## src/rtl/pred_shadow_unit.sv

```systemverilog
module pred_shadow_unit #(
  parameter int SLOTS = 8,
  parameter int LEN_W = 4
) (
  input  logic             clk,
  input  logic             rst_n,
  input  logic             flush,
  input  logic             stall,
  input  logic             ins_valid,
  input  logic [1:0]       cond_tag,
  input  logic             set_pred,
  input  logic             pred_val,
  input  logic             is_shadow,
  input  logic [SLOTS-1:0] shadow_mask,
  input  logic [LEN_W-1:0] shadow_len,
  output logic             exec_en,
  output logic             shadow_active
);
  localparam int CNT_W = $clog2(SLOTS + 1);

  logic [CNT_W-1:0] left_q;
  logic [SLOTS-1:0] mask_q;
  logic             spred_q;
  logic             pred_q;
  logic             in_sh;
  logic             fire;
  logic             tag_ok;
  logic             open_win;
  logic [CNT_W-1:0] open_len;

  assign in_sh = (left_q != '0);
  assign fire  = ins_valid & ~stall & ~flush;

  always_comb begin
    case (cond_tag)
      2'b01:   tag_ok = pred_q;
      2'b10:   tag_ok = ~pred_q;
      default: tag_ok = 1'b1;
    endcase
  end

  assign exec_en = ins_valid & ~flush &
                   (in_sh ? ~(mask_q[0] ^ spred_q) : tag_ok);

  assign open_len = (int'(shadow_len) > SLOTS) ? CNT_W'(SLOTS) : CNT_W'(shadow_len);
  assign open_win = fire & ~in_sh & is_shadow & exec_en & (shadow_len != '0);

  assign shadow_active = in_sh;

  always_ff @(posedge clk) begin
    if (!rst_n) begin
      left_q  <= '0;
      mask_q  <= '0;
      spred_q <= 1'b0;
      pred_q  <= 1'b0;
    end else if (flush) begin
      left_q <= '0;
    end else if (fire) begin
      if (in_sh) begin
        left_q <= left_q - 1'b1;
        mask_q <= mask_q >> 1;
      end else if (open_win) begin
        left_q  <= open_len;
        mask_q  <= shadow_mask;
        spred_q <= pred_q;
      end
      if (set_pred && exec_en)
        pred_q <= pred_val;
    end
  end


  flush_clears_chk: assert property (@(posedge clk) disable iff (!rst_n)
    flush |=> !shadow_active);


  stall_holds_chk: assert property (@(posedge clk) disable iff (!rst_n)
    (stall && !flush) |=> ($stable(left_q) && $stable(mask_q) && $stable(pred_q)));


  window_opens_chk: assert property (@(posedge clk) disable iff (!rst_n)
    open_win |=> (shadow_active && left_q == $past(open_len)));


  count_bound_chk: assert property (@(posedge clk) disable iff (!rst_n)
    int'(left_q) <= SLOTS);


  captured_pred_chk: assert property (@(posedge clk) disable iff (!rst_n)
    in_sh |=> (left_q == '0 || $stable(spred_q)));


  no_restart_chk: assert property (@(posedge clk) disable iff (!rst_n)
    (in_sh && fire) |=> (left_q == $past(left_q) - 1'b1));
endmodule

```

## config.mk

```make
export PLATFORM = sky130hd
export DESIGN_NAME = pred_shadow_unit
export DESIGN_NICKNAME = d
export VERILOG_FILES = /design/src/rtl/pred_shadow_unit.sv
export SDC_FILE = /design/constraint.sdc
export NUM_CORES = 1
export LEC_CHECK = 0
export BUFFER_PORTS_ARGS = -buffer_cell sky130_fd_sc_hd__buf_2
export CORE_MARGIN = 5
export CORE_UTILIZATION = 30
export CTS_BUF_LIST = sky130_fd_sc_hd__clkbuf_8
export DETAILED_ROUTE_END_ITERATION = 8
export HOLD_SLACK_MARGIN = 0.03
export MAX_ROUTING_LAYER = met4
export SLEW_MARGIN = 0
export SYNTH_ARGS = -nofsm -noshare
export SYNTH_HDL_FRONTEND = slang
export SYNTH_SLANG_ARGS = --single-unit
```

## constraint.sdc

```tcl
create_clock -name clk -period 1.7 [get_ports clk]
set_clock_uncertainty 0.05 [all_clocks]
set_input_delay 0.085 -clock clk [delete_from_list [all_inputs] [get_ports clk]]
set_output_delay 0.085 -clock clk [all_outputs]
set_load 0.005 [all_outputs]
```

* Yosys cells after proc, flatten, opt, wreduce, memory -nomap -nowiden
Index checks and enable logic that the tools add are counted.
** Storage, ports and cells
- Flip-flop bits (word level) :: 14
- Bits of input ports :: 22
- Output and inout port bits :: 2
- Logic and storage cells :: 39
** Cells by class
- Add/sub/neg operators :: 1
- Order comparisons :: 1
- Equality and inequality tests :: 2
- Mux-type cells :: 7
- Bitwise logic cells :: 15
- Reduce and logical (&&, ||, !) cells :: 9
** Operators with widths (count)
- 2-to-1 mux 8 bit :: 2
- 2-to-1 mux 4 bit :: 3
- bitwise AND 1 bit :: 8
- nonzero test 4 bit :: 2
- inverter 1 bit :: 6
- AND reduction 3 bit :: 2
- greater-than comparator 4 bit (second input constant) :: 1
- AND reduction 4 bit :: 1
- subtractor 4 x 1 -> 4 bit (second input constant) :: 1
- equality test 2 x 1 -> 1 bit (second input constant) :: 1
- equality test 2 bit (second input constant) :: 1
- case mux 1 bit (2 select lines) :: 1
- AND reduction 2 bit :: 1
- nonzero test 2 bit :: 1
- OR reduction 2 bit :: 1
- logical AND 1 bit :: 1
- 2-to-1 mux 1 bit :: 1
- XOR 1 bit :: 1

* Depth between registers and ports, before layout
Gate-level depths: netlist of run 1.
- Depth in word-level cells :: 9
- Gate-level depth with buffers :: 8
- Gate-level depth less buffers :: 7

* Worst setup path before layout of run 1
OpenSTA, ideal clock, no wires.
- Kind :: reg2reg
- From :: register left_q[0]
- To :: register mask_q[1]
- Setup time :: 0.119 ns
- Arrival time :: 1.623 ns
- Required time :: 1.531 ns
- Path slack :: -0.091 ns
- Cell stages (with the launch flop) :: 8
- Buffers on the path :: 1
- Period minus slack after synthesis :: 1.791 ns
- Cell sequence :: dfxtp_1 > inv_1 > ha_1 > nor3b_4 > inv_2 > o21a_1 > buf_6 > o221a_2
** On the way
- Cells in the longest elaborated chain, start to end :: 8
- Elaborated cells on any way between the ends :: 11
- Classes of those cells :: mux: 2; bitwise: 6; reduce/logical: 3
** Ends and longest elaborated chain
- start: declaration :: RTL line 21 : logic [CNT_W-1:0] left_q;
- start signal: assignment :: RTL line 60 : left_q <= left_q - 1'b1;
- start signal: assignment :: RTL line 63 : left_q <= open_len;
- nonzero test 4 bit * :: RTL line 31 : assign in_sh = (left_q != '0);
- inverter 1 bit (no source line)
- bitwise AND 1 bit (4 in series) :: RTL line 46 : assign open_win = fire & ~in_sh & is_shadow & exec_en & (shadow_len != '0);
- nonzero test 2 bit (no source line)
- AND reduction 3 bit (no source line)
- end signal: assignment :: RTL line 61 : mask_q <= mask_q >> 1;
- end signal: assignment :: RTL line 64 : mask_q <= shadow_mask;
- end: declaration :: RTL line 22 : logic [SLOTS-1:0] mask_q;
Mark *: on every way between the ends. The rest lies on a longest branch, timed or not.
A chain may end at the register's enable or synchronous reset.

* Final worst setup path of run 1
- From :: register left_q[0]
- To :: output exec_en
** On the way
- Cells in the longest elaborated chain, start to end :: 3
** Ends and longest elaborated chain
- nonzero test 4 bit :: RTL line 31
- 2-to-1 mux 1 bit :: RTL line 43 : (in_sh ? ~(mask_q[0] ^ spred_q) : tag_ok);
- bitwise AND 1 bit :: RTL line 42 : assign exec_en = ins_valid & ~flush &
- end: declaration :: RTL line 16 : output logic exec_en,
Every way passes these cells.

==> results of run 1 <==
state kept, by name (all words and copies together) (netlist names):
name / count
left_q: 4
spred_q: 1
mask_q: 8
pred_q: 1
worst max-delay path by stage:
stage	cells after the start	to	slack (ns)	from
final	6	exec_en	0.03	left_q[0]
after floorplan	7	mask_q[1]	0.01	left_q[0]
after global placement	7	left_q[1]	0.05	cond_tag[0]
after CTS	6	exec_en	0.02	left_q[0]
after detailed placement	6	mask_q[3]	0.07	left_q[1]
after global routing	6	exec_en	-0.04	left_q[0]
Yosys cell counts, types with 2 or more instances:
cell,number,area share (%)
o221a_2,7,8.9
dfxtp_1,14,32
mux2i_1,4,4.5
o21ai_0,3,1.7
o21a_1,2,1.7
buf_6,2,2.5
a211oi_1,3,2.5
ha_1,3,4.2
clkbuf_1,2,0.85
nand2_1,22,9.3
nand3_1,9,5.1
inv_1,9,3.8
a21oi_1,4,2.3
critical path, cell delays in order (launching register included):
cell and delay (ns):
dfxtp_2 0.33, inv_4 0.07, ha_4 0.14, nor3b_4 0.20, inv_2 0.11, a2111oi_4 0.29, buf_2 0.16
what timing repair did:
item	4_1_cts	5_1_grt
pin swaps	1	1
buffers inserted	2	1
endpoints found under the setup margin	1	9
gates resized for setup	3	2
layout make-up:
class                      instances  area (µm²)
inverter                          10        40.0
clock buffer                       4        55.1
multi-input combinational         76         572
fill                             283        1630
timing repair buffer              30         168
tap                               31        38.8
sequential                        14         283
layout by cell type (no fill, tap or decap), types with 2 or more instances in the layout:
cell type  instances
buf_4              7
clkbuf_8           4
o21ai_0            3
o21a_1             2
inv_2              2
a21oi_1            4
inv_1              7
dfxtp_1           12
o221a_2            7
mux2i_1            4
nand2_1           22
ha_1               2
buf_2             23
a211oi_1           3
nand3_1            9
dfxtp_2            2
logic make-up (layout without fill, tap and decap cells):
logic type	Yosys count	after routing	synth area share, %
XOR/XNOR	1	1	0.992
multiplexers	5	5	5.81
adder cells (fa/ha/maj)	3	3	4.25
buffers and inverters	14	44	7.65
flip-flops	14	14	31.7
AO/OA/AOI/OAI	28	28	27.3
AND/OR/NAND/NOR	39	39	22.2
metal layers:
metal  track usage [%]  wire length, µm  up-vias
met5                 -                0        -
met4              2.29                9        0
met3              2.98               96        2
met2              22.0             1280       19
met1              12.0              923      420
li1                  -                -      442
power by group:
part	internal [mW]	leakage (nW)	switching, mW	total (mW)
Sequential	0.335	0.114	0.00402	0.339
Clock	0.205	0.0288	0.114	0.319
Combinational	0.0579	0.363	0.0661	0.124
Total	0.597	0.506	0.184	0.782
==> flow_summary.toml, run 1 <==
[setup_path]
critPathKind = "flip-flop to primary output"
start_kind = "flip-flop"
ff2ff_setup_slack_ns = 0.04
rr_startpoint = "left_q[0]"
cp_max_fo = 5
cp-end-kind = "primary output"
arrival_ns = 1.54
worstReg2RegEnd = "mask_q[3]"
r2r_cells = 8
cp_data_required_time_ns = 1.56

[finish]
stdcell_count = 165
drive_gt1_share_pct = 39.6
nets = 160
n_antenna_cell = 0
fin_area_um2 = 1160
fin_util_pct = 41.6
synthToLayoutAreaGrowth_pct = 30.9

[global_route]
track_usage_pct = 11.7
grt_max_degree = 15
grt_pass1_wl_um = 3840
grt_pass1_vias = 907
antenna_found_initial = 0
grt_remaining_overflow = 0

[sta]
worst_slack_ns = 0.0269
holdWs_ns = 0.0369
final.min_clock_period_ns = 1.67
setup_viol = 0
rsz0062_at_grt = "true"
tns_ns = 0
maxSlewHeadroom_pct = 74.5
hold_viol_final = 0
slew_viol_final = 0
worst_pin_slew_ns = 0.382
fmax_mhz = 598
layout_worst_path_cycle_share_pct = 98.4

[placed_design]
numPortBuffers = 23
post_dp_cell_area_um2 = 1050
place_congestion = 0.819
place_ws_ns = 0.0657
dp_hpwl_um = 1720
dp_cells = 158

[outcome]
status = "complete, no violations"

[routing]
drt_first_iter_violations = 15
dr.pass1.iters = 4
avgViaCountPerCell = 5.35
dr_total_vias = 883
drc = 0
avgRoutedWirePerCell_um = 14.0
ant_nets = 0
routed_wl_um = 2310

[synthesis]
synth_edf_count = 0
synth_fp_nets = 129
synth_warnings = 0
synth_cell_type_count = 33
syn_area_um2 = 883
avgSynthCellArea_um2 = 8.49
ys_seq_area_share_pct = 31.7
ys_seq_elements = 14
synthCells = 104
synth_top_flop_cell = "dfxtp_1"
synthArstFlopShare_pct = 0

[worst_hold_path]
min_to = "pred_q"
hold_start = "pred_val"
hold_path_class = "input port to flip-flop"
timing.hold.worst_path_depth = 3

[clock_tree]
holdBufCountCts = 0
cts_buffers = 3
root_buffer = "clkbuf_8"
cts.clk_slew.worst_paths_ns = 0.06
insertion_delay_ns = 0.24
htree_levels = 1
cts_buffer_depth = 2
clkSinkCount = 14
cts_tree = "yes"

[power]
power.leakage_nw = 0.506
irDropWorstVdd_mv = 0.545
power_mw = 0.782
powerDensity_nw_per_um2 = 676

[die]
die-width_um = 64.3
start_util_pct = 31.8
core_um2 = 2780
pin_count = 24
die_area_um2 = 4130
fp.dieH_um = 64.3
row_count = 19

[flow_run]
maxCapViolCount = 0
No activity file was read; power rests on OpenSTA's default activity.
==> run 2, diff against run 1 <==
--- a/config.mk
+++ b/config.mk
@@ -7,11 +7,12 @@
 export LEC_CHECK = 0
 export BUFFER_PORTS_ARGS = -buffer_cell sky130_fd_sc_hd__buf_2
 export CORE_MARGIN = 5
-export CORE_UTILIZATION = 30
+export CORE_UTILIZATION = 48
 export CTS_BUF_LIST = sky130_fd_sc_hd__clkbuf_8
 export DETAILED_ROUTE_END_ITERATION = 8
 export HOLD_SLACK_MARGIN = 0.03
 export MAX_ROUTING_LAYER = met4
+export PLACE_DENSITY = 0.77
 export SLEW_MARGIN = 0
 export SYNTH_ARGS = -nofsm -noshare
 export SYNTH_HDL_FRONTEND = slang
==> run 2 against run 1 <==
Non-clock buffer count is 7 higher. Wire length is 5.6% higher. Final cell count grew 0.61%. Sequential cell count unchanged. Total power is 2.5% higher. Sequential power about the same. Final area up 5.6%.
==> flow_summary.toml, run 2 (synthesized netlist as in run 1, its figures left out) <==
[die]
die_area_um2 = 2800
pin_count = 24
row_count = 15
die-width_um = 52.9
fp.dieH_um = 52.9
core_um2 = 1750
start_util_pct = 50.6

[finish]
top_register = "mask_q"
synthToLayoutAreaGrowth_pct = 38.2
layout_commonest_cell = "buf_2"
largest_reg_flops = 8
reg_top3 = "mask_q (8), left_q (4)"
drive_gt1_share_pct = 44.7
layout_common_cells = "buf_2, nand2_1, dfxtp_1, buf_4, nand3_1"
num-fill-cells = 138
nets = 167
n_antenna_cell = 0
fin_area_um2 = 1220

[setup_path]
cp-end-kind = "primary output"
cp_max_fo = 4
critPathKind = "flip-flop to primary output"
cp_data_required_time_ns = 1.56
arrival_ns = 1.56
start_kind = "flip-flop"

[sta]
maxSlewHeadroom_pct = 73.7
final.min_clock_period_ns = 1.70
tns_ns = 0
hold_viol_final = 0
layout_worst_path_cycle_share_pct = 99.9
slew_viol_final = 0
worst_pin_slew_ns = 0.393
rsz0062_at_grt = "true"
holdWs_ns = 0.0332
fmax_mhz = 589
setup_viol = 0

[routing]
avgViaCountPerCell = 5.67
routed_wl_um = 2440
drt_first_iter_violations = 29
avgRoutedWirePerCell_um = 14.7
dr_total_vias = 941
drc = 0
dr.pass1.iters = 4
ant_nets = 0

[clock_tree]
clkSinkCount = 14
cts_tree = "yes"
cts_buffers = 3
cts.clk_slew.worst_paths_ns = 0.06
cts_buffer_depth = 2
root_buffer = "clkbuf_8"
htree_levels = 1
insertion_delay_ns = 0.25

[placed_design]
numPortBuffers = 23
post_dp_cell_area_um2 = 1060
place_congestion = 0.883
dp_hpwl_um = 1640

[power]
power.leakage_nw = 0.544
powerDensity_nw_per_um2 = 656
irDropWorstVdd_mv = 0.849
power_mw = 0.801

[global_route]
grt_remaining_overflow = 0
grt_max_degree = 15
track_usage_pct = 19.5
grt_pass1_wl_um = 3910
antenna_found_initial = 0
grt_pass1_vias = 882

[flow_run]
maxCapViolCount = 0

[outcome]
status = "complete, no violations"

[worst_hold_path]
hold_path_class = "input port to flip-flop"
run 2: area by class of cell:
| class | instances | area (µm²) | share of cell area [%] |
|---|---|---|---|
| clock buffers | 4 | 55.1 | 4.51 |
| inverters | 10 | 37.5 | 3.07 |
| multi-input cells | 76 | 587 | 48.1 |
| flip-flops and latches | 14 | 283 | 23.2 |
| well taps | 25 | 31.3 | 2.56 |
| repair buffers | 37 | 228 | 18.6 |
run 2: critical path, cell delays in order, from the launching register on:
cell       delay, ns
dfxtp_2         0.32
inv_2           0.07
ha_4            0.14
nor3b_4         0.20
inv_2           0.11
a2111oi_4       0.31
buf_2           0.17
run 2: worst paths after layout:
path / startpoint / slack, ns / depth (start not counted) / to
min: pred_val / 0.03 / 3 / pred_q
max: left_q[0] / 0.002 / 6 / exec_en
max reg2reg: left_q[0] / 0.04 / 7 / mask_q[1]
min reg2reg: spred_q / 0.44 / 2 / spred_q
run 2: stage by stage:
| stage | setup WS [ns] | utilization [%] | std cells |
|---|---|---|---|
| after global placement | 0.0877 | 60.6 | 154 |
| after detailed placement | 0.0360 | 60.6 | 154 |
| after floorplan | 0.00996 | - | 104 |
| after global routing | -0.0749 | 70.0 | 166 |
| final | 0.00243 | 70.0 | 166 |
| after CTS | 0.00413 | 65.9 | 162 |
run 2: power by group:
part	internal, mW	leakage [nW]	switching, mW	total [mW]
logic	0.0636	0.401	0.0710	0.135
clock network	0.205	0.0288	0.123	0.328
registers	0.335	0.114	0.00423	0.339
run 2: routing by layer:
metal	routed length [µm]	GRT usage, %
met1	1020	24.7
met4	48	5.11
met5	0	-
met3	164	5.35
met2	1210	30.6
run 2: what timing repair did:
action	CTS	global route
endpoints found under the setup margin	1	9
gates resized for setup	3	7
hold endpoints to repair	0	0
pin swaps	2	2
hold buffers	0	0
buffers inserted	4	4
==> run 3, diff against run 2 <==
--- a/config.mk
+++ b/config.mk
@@ -13,6 +13,7 @@
 export HOLD_SLACK_MARGIN = 0.03
 export MAX_ROUTING_LAYER = met4
 export PLACE_DENSITY = 0.77
+export SETUP_SLACK_MARGIN = 0.02
 export SLEW_MARGIN = 0
 export SYNTH_ARGS = -nofsm -noshare
 export SYNTH_HDL_FRONTEND = slang
==> run 3 against run 2 <==
Combinational power decreased by 4%. Die area unchanged. Largest power group unchanged. The run now ends with setup timing left. Sequential cell count unchanged. Hold slack got worse by 0.0075 ns. Total power increased by 0.68%. Final cell count increased by 0.60%. Wire length increased by 1.4%. Global-route usage increased by 1.4 points. Final area decreased by 1.0%. Clock power increased by 3%.
==> flow_summary.toml, run 3 (synthesized netlist as in run 1, its figures left out) <==
[setup_path]
critPathKind = "flip-flop to primary output"
ff2ff_setup_slack_ns = -0.03
worstReg2RegEnd = "pred_q"
critPathLaunch = "left_q[0]"
start_kind = "flip-flop"
cp_data_required_time_ns = 1.56
cp_max_fo = 4
r2r_cells = 9
crit_end = "exec_en"
cp-end-kind = "primary output"
arrival_ns = 1.69
rr_startpoint = "left_q[0]"

[routing]
dr.pass1.iters = 4
avgRoutedWirePerCell_um = 14.8
routed_wl_um = 2470
drc = 0
ant_nets = 0
avgViaCountPerCell = 5.61
dr_total_vias = 937
drt_first_iter_violations = 32

[finish]
synthToLayoutAreaGrowth_pct = 36.8
fin_area_um2 = 1210
layout_commonest_cell = "buf_2"
n_antenna_cell = 0
drive_gt1_share_pct = 43.7
nets = 168
reg_top3 = "mask_q (8), left_q (4)"
fin_util_pct = 69.2
largest_reg_flops = 8
top_register = "mask_q"
layout_common_cells = "buf_2, nand2_1, buf_4, dfxtp_1, nand3_1"

[global_route]
antenna_found_initial = 0
grt_pass1_vias = 949
grt_max_degree = 15
grt_remaining_overflow = 0
grt_pass1_wl_um = 4140
track_usage_pct = 20.9

[die]
die-width_um = 52.9
fp.dieH_um = 52.9
start_util_pct = 50.6
die_area_um2 = 2800
row_count = 15
core_um2 = 1750
pin_count = 24

[sta]
hold_viol_final = 0
slew_viol_final = 0
final.min_clock_period_ns = 1.83
holdWs_ns = 0.0257
setup_viol = 2
worst_slack_ns = -0.128
layout_worst_path_cycle_share_pct = 108
fmax_mhz = 547
maxSlewHeadroom_pct = 69.2
rsz0062_at_grt = "true"
worst_pin_slew_ns = 0.456

[clock_tree]
cts.clk_slew.worst_paths_ns = 0.07
cts_buffers = 3
cts_buffer_depth = 2
insertion_delay_ns = 0.25
clkSinkCount = 14
htree_levels = 1
cts_tree = "yes"
root_buffer = "clkbuf_8"

[outcome]
status = "finished with violations"
violations = "setup timing"

[placed_design]
post_dp_cell_area_um2 = 1070
place_congestion = 0.899
dp_hpwl_um = 1690
place_ws_ns = 0.0533
numPortBuffers = 23

[power]
powerDensity_nw_per_um2 = 667
irDropWorstVdd_mv = 0.354
power.leakage_nw = 0.545

[worst_hold_path]
hold_path_class = "input port to flip-flop"

[flow_run]
maxCapViolCount = 0
==> run 3: where the power goes <==
part	switching [mW]	total (mW)	leakage, nW	internal (mW)
Combinational	0.0695	0.130	0.402	0.0607
Sequential	0.00393	0.338	0.114	0.335
Clock	0.133	0.338	0.0288	0.206
==> run 3: timing repair <==
| item | in CTS | in global routing |
|---|---|---|
| endpoints found under the hold margin | 0 | 0 |
| hold buffers | 0 | 0 |
| setup endpoints to repair | 1 | 10 |
| pin swaps | 1 | 1 |
| gates resized for setup | 4 | 2 |
| buffers inserted | 4 | 4 |
==> run 3: critical path, cell delays in order, from the launching register on <==
cell,delay [ns]
dfxtp_2,0.33
inv_2,0.08
ha_4,0.14
nor3b_4,0.20
inv_2,0.09
buf_6,0.13
a2111oi_4,0.30
buf_2,0.17
==> run 3: layout make-up <==
type	count	area, µm²
clock buffers	4	55.1
fillers	123	537
inverters	10	37.5
multi-input cells	76	567
flip-flops and latches	14	283
well taps	25	31.3
repair buffers	38	235
==> run 3: metrics by stage <==
step                      cells  total power [mW]  setup TNS, ns
after floorplan             104             0.410              0
after global placement      155             0.460              0
after detailed placement    155             0.463              0
after CTS                   163             0.801        -0.0594
after global routing        167             0.838         -0.447
final                       167             0.807         -0.154
==> run 3: routing by layer <==
metal,track usage (%),part of all wire (%),vias up
met5,-,0,-
met4,12.3,3.0,0
met3,3.66,5.3,10
met2,33.5,50,46
met1,24.3,41,423
li1,-,-,458
==> run 3: worst min-delay path by stage <==
| stage | start | slack, ns | end | cells past startpoint |
|---|---|---|---|---|
| after floorplan | flush | 0.15 | exec_en | 1 |
| after global placement | pred_val | 0.29 | pred_q | 3 |
| after detailed placement | pred_val | 0.30 | pred_q | 3 |
| after CTS | pred_val | 0.03 | pred_q | 3 |
| after global routing | pred_val | 0.06 | pred_q | 3 |
| final | pred_val | 0.03 | pred_q | 3 |
